**config.mk**
```make
export PLATFORM = sky130hd
export DESIGN_NAME = capbuf_ctrl
export DESIGN_NICKNAME = d
export VERILOG_FILES = /design/src/rtl/capbuf_pkg.sv /design/src/rtl/capbuf_filter.sv /design/src/rtl/capbuf_seq.sv /design/src/rtl/capbuf_mem.sv /design/src/rtl/capbuf_ctrl.sv
export SDC_FILE = /design/constraint.sdc
export NUM_CORES = 1
export LEC_CHECK = 0
export CAP_MARGIN = 40
export CELL_PAD_IN_SITES_DETAIL_PLACEMENT = 0
export CELL_PAD_IN_SITES_GLOBAL_PLACEMENT = 1
export CORE_ASPECT_RATIO = 0.75
export CORE_MARGIN = 3
export CORE_UTILIZATION = 40
export DETAILED_ROUTE_END_ITERATION = 10
export PLACE_DENSITY_LB_ADDON = 0.1
export SYNTH_ARGS = -nofsm -noshare
export SYNTH_HDL_FRONTEND = slang
export SYNTH_SLANG_ARGS = --single-unit
export TNS_END_PERCENT = 10
```
**constraint.sdc**
```tcl
create_clock -name clk -period 12.42 [get_ports clk]
set_input_delay 1.242 -clock clk [delete_from_list [all_inputs] [get_ports clk]]
set_output_delay 1.242 -clock clk [all_outputs]
set_load 0.005 [all_outputs]
```
**src/rtl/capbuf_pkg.sv**
```systemverilog
package capbuf_pkg;
   typedef enum logic [1:0] {
      CAP_IDLE = 2'd0,
      CAP_RUN  = 2'd1,
      CAP_POST = 2'd2,
      CAP_DONE = 2'd3
   } cap_state_e;
endpackage

```
**src/rtl/capbuf_filter.sv**
```systemverilog
module capbuf_filter #(
   parameter int DATA_W    = 8,
   parameter bit HAS_TRANS = 1'b1
) (
   input  logic              clk,
   input  logic              rst_n,
   input  logic              arm,
   input  logic              active,
   input  logic              force_store,
   input  logic [DATA_W-1:0] din,
   input  logic              qual,
   input  logic              mode_trans,
   input  logic              mode_qual,
   output logic              store
);
   logic qual_ok;
   logic trans_ok;

   assign qual_ok = !mode_qual || qual;
   assign store   = active && (force_store || (qual_ok && trans_ok));

   generate
      if (HAS_TRANS) begin : g_trans
         logic [DATA_W-1:0] last_q;
         logic              have_ref_q;
         assign trans_ok = !mode_trans || !have_ref_q || (din != last_q);
         always_ff @(posedge clk or negedge rst_n) begin
            if (!rst_n) begin
               last_q     <= '0;
               have_ref_q <= 1'b0;
            end else if (arm) begin
               have_ref_q <= 1'b0;
            end else if (store) begin
               last_q     <= din;
               have_ref_q <= 1'b1;
            end
         end
      end else begin : g_no_trans
         assign trans_ok = 1'b1;
      end
   endgenerate
endmodule

```
**src/rtl/capbuf_seq.sv**
```systemverilog
module capbuf_seq
   import capbuf_pkg::*;
#(
   parameter int DEPTH = 16,
   parameter int TS_W  = 16,
   localparam int AW   = $clog2(DEPTH),
   localparam int CW   = AW + 1
) (
   input  logic            clk,
   input  logic            rst_n,
   input  logic            arm,
   input  logic            trig,
   input  logic            store,
   input  logic [AW-1:0]   pre_cnt,
   output cap_state_e      state,
   output logic            active,
   output logic            trig_hit,
   output logic [AW-1:0]   wr_ptr,
   output logic [AW-1:0]   trig_addr,
   output logic [CW-1:0]   fill,
   output logic [TS_W-1:0] ts,
   output logic            ts_ovf
);
   localparam logic [CW-1:0] FULL = CW'(DEPTH);

   logic [CW-1:0] rem;
   logic [CW-1:0] post_len;

   assign post_len = FULL - {1'b0, pre_cnt};
   assign active   = (state == CAP_RUN) || (state == CAP_POST);
   assign trig_hit = (state == CAP_RUN) && trig;

   always_ff @(posedge clk or negedge rst_n) begin
      if (!rst_n) begin
         state     <= CAP_IDLE;
         wr_ptr    <= '0;
         trig_addr <= '0;
         fill      <= '0;
         ts        <= '0;
         ts_ovf    <= 1'b0;
         rem       <= '0;
      end else if (arm) begin
         state     <= CAP_RUN;
         wr_ptr    <= '0;
         trig_addr <= '0;
         fill      <= '0;
         ts        <= '0;
         ts_ovf    <= 1'b0;
         rem       <= '0;
      end else begin
         if (active) begin
            ts <= ts + 1'b1;
            if (&ts) ts_ovf <= 1'b1;
         end
         if (store) begin
            wr_ptr <= wr_ptr + 1'b1;
            if (fill != FULL) fill <= fill + 1'b1;
         end
         if (trig_hit) begin
            trig_addr <= wr_ptr;
            if (post_len == CW'(1)) begin
               state <= CAP_DONE;
            end else begin
               state <= CAP_POST;
               rem   <= post_len - 1'b1;
            end
         end else if ((state == CAP_POST) && store) begin
            rem <= rem - 1'b1;
            if (rem == CW'(1)) state <= CAP_DONE;
         end
      end
   end
endmodule

```
**src/rtl/capbuf_mem.sv**
```systemverilog
module capbuf_mem #(
   parameter int DATA_W = 8,
   parameter int DEPTH  = 16,
   parameter int TS_W   = 16,
   localparam int AW    = $clog2(DEPTH)
) (
   input  logic              clk,
   input  logic              we,
   input  logic [AW-1:0]     waddr,
   input  logic [DATA_W-1:0] wdata,
   input  logic [TS_W-1:0]   wts,
   input  logic [AW-1:0]     oldest,
   input  logic [AW-1:0]     rd_addr,
   output logic [DATA_W-1:0] rd_data,
   output logic [TS_W-1:0]   rd_ts
);
   logic [DATA_W-1:0] dat_mem [DEPTH];
   logic [TS_W-1:0]   ts_mem  [DEPTH];
   logic [AW-1:0]     phys;

   always_ff @(posedge clk) begin
      if (we) begin
         dat_mem[waddr] <= wdata;
         ts_mem[waddr]  <= wts;
      end
   end

   assign phys    = oldest + rd_addr;
   assign rd_data = dat_mem[phys];
   assign rd_ts   = ts_mem[phys];
endmodule

```
**src/rtl/capbuf_ctrl.sv**
```systemverilog
module capbuf_ctrl
   import capbuf_pkg::*;
#(
   parameter int DATA_W    = 8,
   parameter int DEPTH     = 16,
   parameter int TS_W      = 16,
   parameter bit HAS_TRANS = 1'b1,
   localparam int AW       = $clog2(DEPTH),
   localparam int CW       = AW + 1
) (
   input  logic              clk,
   input  logic              rst_n,
   input  logic              arm,
   input  logic              trig,
   input  logic [DATA_W-1:0] din,
   input  logic              qual,
   input  logic              mode_trans,
   input  logic              mode_qual,
   input  logic [AW-1:0]     pre_cnt,
   input  logic [AW-1:0]     rd_addr,
   output logic              busy,
   output logic              done,
   output logic [AW-1:0]     trig_addr,
   output logic [CW-1:0]     valid_cnt,
   output logic              ts_ovf,
   output logic [DATA_W-1:0] rd_data,
   output logic [TS_W-1:0]   rd_ts
);
   generate
      if (DEPTH < 2 || (DEPTH & (DEPTH - 1)) != 0) begin : g_bad_depth
         $error("capbuf_ctrl: DEPTH must be a power of two, at least 2");
      end
      if (TS_W < CW) begin : g_bad_ts
         $error("capbuf_ctrl: TS_W must cover at least one full buffer");
      end
      if (DATA_W < 1) begin : g_bad_dw
         $error("capbuf_ctrl: DATA_W must be positive");
      end
   endgenerate

   cap_state_e      state;
   logic            active;
   logic            trig_hit;
   logic            store;
   logic [AW-1:0]   wr_ptr;
   logic [CW-1:0]   fill;
   logic [TS_W-1:0] ts;
   logic [AW-1:0]   oldest;

   capbuf_seq #(.DEPTH(DEPTH), .TS_W(TS_W)) u_seq (
      .clk       (clk),
      .rst_n     (rst_n),
      .arm       (arm),
      .trig      (trig),
      .store     (store),
      .pre_cnt   (pre_cnt),
      .state     (state),
      .active    (active),
      .trig_hit  (trig_hit),
      .wr_ptr    (wr_ptr),
      .trig_addr (trig_addr),
      .fill      (fill),
      .ts        (ts),
      .ts_ovf    (ts_ovf)
   );

   capbuf_filter #(.DATA_W(DATA_W), .HAS_TRANS(HAS_TRANS)) u_filter (
      .clk         (clk),
      .rst_n       (rst_n),
      .arm         (arm),
      .active      (active),
      .force_store (trig_hit),
      .din         (din),
      .qual        (qual),
      .mode_trans  (mode_trans),
      .mode_qual   (mode_qual),
      .store       (store)
   );

   assign oldest = (fill == CW'(DEPTH)) ? wr_ptr : '0;

   capbuf_mem #(.DATA_W(DATA_W), .DEPTH(DEPTH), .TS_W(TS_W)) u_mem (
      .clk     (clk),
      .we      (store),
      .waddr   (wr_ptr),
      .wdata   (din),
      .wts     (ts),
      .oldest  (oldest),
      .rd_addr (rd_addr),
      .rd_data (rd_data),
      .rd_ts   (rd_ts)
   );

   assign busy      = active;
   assign done      = (state == CAP_DONE);
   assign valid_cnt = fill;
endmodule

```
==> impl_results.md <==
- Largest net degree at the start of global routing: 57
- Wire length on met1: 19.9 mm
- Setup bufs post-CTS: 0
- Clock-pin slew on the worst setup and hold paths: 0.06 ns
- Critical Path End Type: output pin
- Die Y-Extent: 187 µm
- Cell Area, Synth: 17400 µm²
- Final min period: 6.74 ns
- MaxCap Viol Count: 0
- Clk Tree Root Cell: clkbuf_16
- Tightest Pin Transition: 0.867 ns
- Synth Area in Simple Gates: 6.03%
- Top layer in use: met4
- Startpoint Class: input pin
- EDFF count, synth: 384
- Xor and xnor area share after synthesis: 1.44%
- Sequential Area: 12700 µm²
- Top cells by area, synth: edfxtp_1 (66%), mux4_2 (12%), dfrtp_1 (6.6%)
- Initial DRC count: 629
- Final ANT Viol Nets: 0
- Clk_skew: 0.0135 ns
- Async set or reset register ratio after synthesis: 10.7%
- Post-synth top area share: 66.2%
- Wire length on met3: 1.58 mm
- First-pass GRT wire length: 60.7 mm
- Static leakage: 6.71 nW
- Drt pass-1 iters: 5
- Area of the core: 42500 µm²
- Syn avg cell area: 18.4 µm²
- CTS hold repair buffers: 0
- Clock Tree Buf Depth: 3
- Post-cts resize count: 0
- Std-Cell Rows: 65
- Via Count: 8834
- Most frequent cell after synthesis: edfxtp_1
- Synth Area in Compound Gates: 3.54%
- Later-pin clock latency in the skew report: 0.55 ns
- H-Tree Depth: 2
- Synthesized Nets: 989
- Post-DP HPWL: 23.0 mm
- Die area: 46100 µm²
- Max-slew violation count: 0
- RSZ-0062 raised after global routing: no
- Yosys top cell by area: edfxtp_1
- Final Cycle Share: 54.2%
- Sequential share of the synthesized area: 72.8%
- Peak VDD IR: 91.0 µV
- Top post-synthesis cells by count: edfxtp_1 (384), mux4_2 (96), nand2_1 (81)
- # IOs: 59
- CTS tree: yes
- #FFs+latches synth: 430
- Setup-failing EPs final: 0
- Antenna violations before repair: 0
- Cell area power density: 160 nW/µm²
- Synth Area in Adders: 1.34%
- Worst Path Required: 11.18 ns
- Final hold slack: 0.529 ns
- Clk sinks: 430
- Layout cells sized above 1: 19.9%
- Die X: 247 µm
- Vias in the first global route: 9194
- Top_reg_cell synth: edfxtp_1
- PortBufs: 58
- Status: complete, no violations
- CP Max Fanout: 56
- Largest family of logic cells by synthesized area: multiplexers
- Max_slew headroom: 42.2%
- Met2 WL post-DR: 17.8 mm
- GRT Residual Overflow: 0
- Starting Density: 40.9%
- Drt drc: 0
- Routed len/inst: 24.5 µm
- WS Path Type: input pin to output pin
- Area of the multi-input gates: 4630 µm²
- Total Neg Setup Slack: 0 ns
- GPL Wtd Cong: 0.690
- Post-detailed-route via-to-cell ratio: 5.42
- Final Hold Violating Endpoints: 0
- N_diodes: 0
- Synth warn: 0
- Mux share of post-synthesis cell area: 13.4%
- Fillcell total: 3571
- Area Growth Syn to Fin: 16.7%
- Mapped Cells: 948
- Cts bufs inserted: 43
- Distinct cells, synth: 54
- Max Freq: 148 MHz
- Total Routing Usage GR: 17.7%
- CP arrival: 5.49 ns
- Tightest Hold Check Type: register to register
- Final WL: 39.9 mm
- Final #Nets: 1069
flip-flops by register name, summed over array words and instances, names as in the netlist:
| register | cells |
|---|---|
| u_seq.wr_ptr | 4 |
| u_seq.state | 2 |
| u_filter.g_trans.last_q | 8 |
| u_seq.rem | 5 |
| u_seq.ts_ovf | 1 |
| u_seq.ts | 16 |
| u_filter.g_trans.have_ref_q | 1 |
| u_seq.trig_addr | 4 |
| u_seq.fill | 5 |
| u_mem.ts_mem | 256 |
| u_mem.dat_mem | 128 |
kinds of logic (layout without fill, tap and decap cells):
logic type      count (synthesis)  in the layout
compound gates                 93             93
mux                           111            111
simple gates                  206            206
xor+xnor                       27             27
flops                         430            430
fa+ha+maj                      18             18
buf+inv                        63            177
where the power goes:
part | total [mW] | internal, mW | switching, mW
clock | 1.21 | 0.680 | 0.528
sequential | 1.71 | 1.66 | 0.0468
combinational | 0.327 | 0.144 | 0.183
total | 3.24 | 2.48 | 0.758
path summary, 6_finish.rpt:
path | cells after the start | endpoint | slack (ns) | startpoint
worst max-delay path | 9 | rd_data[7] | 5.68 | rd_addr[0]
worst min-delay path | 1 | u_filter.g_trans.last_q[7] | 0.53 | u_filter.g_trans.last_q[7]
worst max register to register | 6 | u_mem.ts_mem[1][14] | 9.29 | u_filter.g_trans.last_q[1]
worst min register to register | 1 | u_filter.g_trans.last_q[7] | 0.53 | u_filter.g_trans.last_q[7]
max in group asynchronous | 2 | u_seq.ts[11] | 11.12 | rst_n
min in group asynchronous | 2 | u_seq.trig_addr[3] | 0.83 | rst_n
cells in the final DEF, fill, tap and decap left out, types with 4 or more instances in the layout:
| cell type | synthesis | routed |
|---|---|---|
| nand3_1 | 9 | 9 |
| and2_1 | 28 | 28 |
| nor2_1 | 34 | 27 |
| a211oi_1 | 25 | 25 |
| xnor2_1 | 9 | 8 |
| o211ai_1 | 5 | 5 |
| clkbuf_8 | 0 | 4 |
| mux2_2 | 10 | 10 |
| or3_1 | 8 | 8 |
| clkbuf_1 | 32 | 19 |
| xor2_1 | 17 | 16 |
| a21oi_1 | 15 | 15 |
| buf_4 | 1 | 14 |
| o21ai_0 | 11 | 11 |
| nand2_1 | 81 | 81 |
| a31oi_1 | 26 | 26 |
| clkdlybuf4s50_1 | 0 | 57 |
| inv_1 | 14 | 14 |
| nor2b_4 | 0 | 5 |
| mux4_2 | 96 | 96 |
| clkinv_2 | 0 | 4 |
| ha_1 | 17 | 16 |
| nand4_1 | 8 | 8 |
| dfrtp_1 | 46 | 46 |
| nor2_4 | 0 | 7 |
| clkinv_1 | 0 | 6 |
| clkbuf_16 | 0 | 44 |
| mux2i_1 | 5 | 5 |
| buf_12 | 0 | 9 |
| edfxtp_1 | 384 | 384 |
worst max-delay path: stages:
cell and delay [ns]:
clkdlybuf4s50_1 0.45, ha_4 0.19, fa_4 1.27, buf_4 0.81, mux4_2 0.40, and2_1 0.17, a211oi_1 0.24, a31oi_1 0.13
clkdlybuf4s50_1 0.51
final cells by class:
class / instances / area share, %
inverters: 14 / 0.259
clock inverters: 12 / 0.333
well taps: 569 / 3.50
flip-flops and latches: 430 / 62.4
repair buffers: 84 / 4.64
multi-input cells: 455 / 22.8
clock buffers: 67 / 6.04
through the flow:
step | util (%) | cell area, µm² | instances | setup slack (ns) | power, mW
after floorplan | - | 17400 | 948 | 7.31 | 1.92
after global placement | 44.1 | 18800 | 1540 | 5.62 | 2.06
after detailed placement | 44.7 | 19000 | 1552 | 5.60 | 2.07
after CTS | 47.8 | 20300 | 1631 | 5.59 | 3.28
after global routing | 47.8 | 20300 | 1631 | 5.40 | 3.37
final | 47.8 | 20300 | 1631 | 5.68 | 3.24
per-layer routing:
layer | up-vias | GRT usage (%)
met4 | 0 | 3.70
met3 | 55 | 2.79
met2 | 185 | 26.2
li1 | 3948 | -
met5 | - | 0
met1 | 4646 | 27.9
Note: power is estimated with default switching activity, not from simulation.
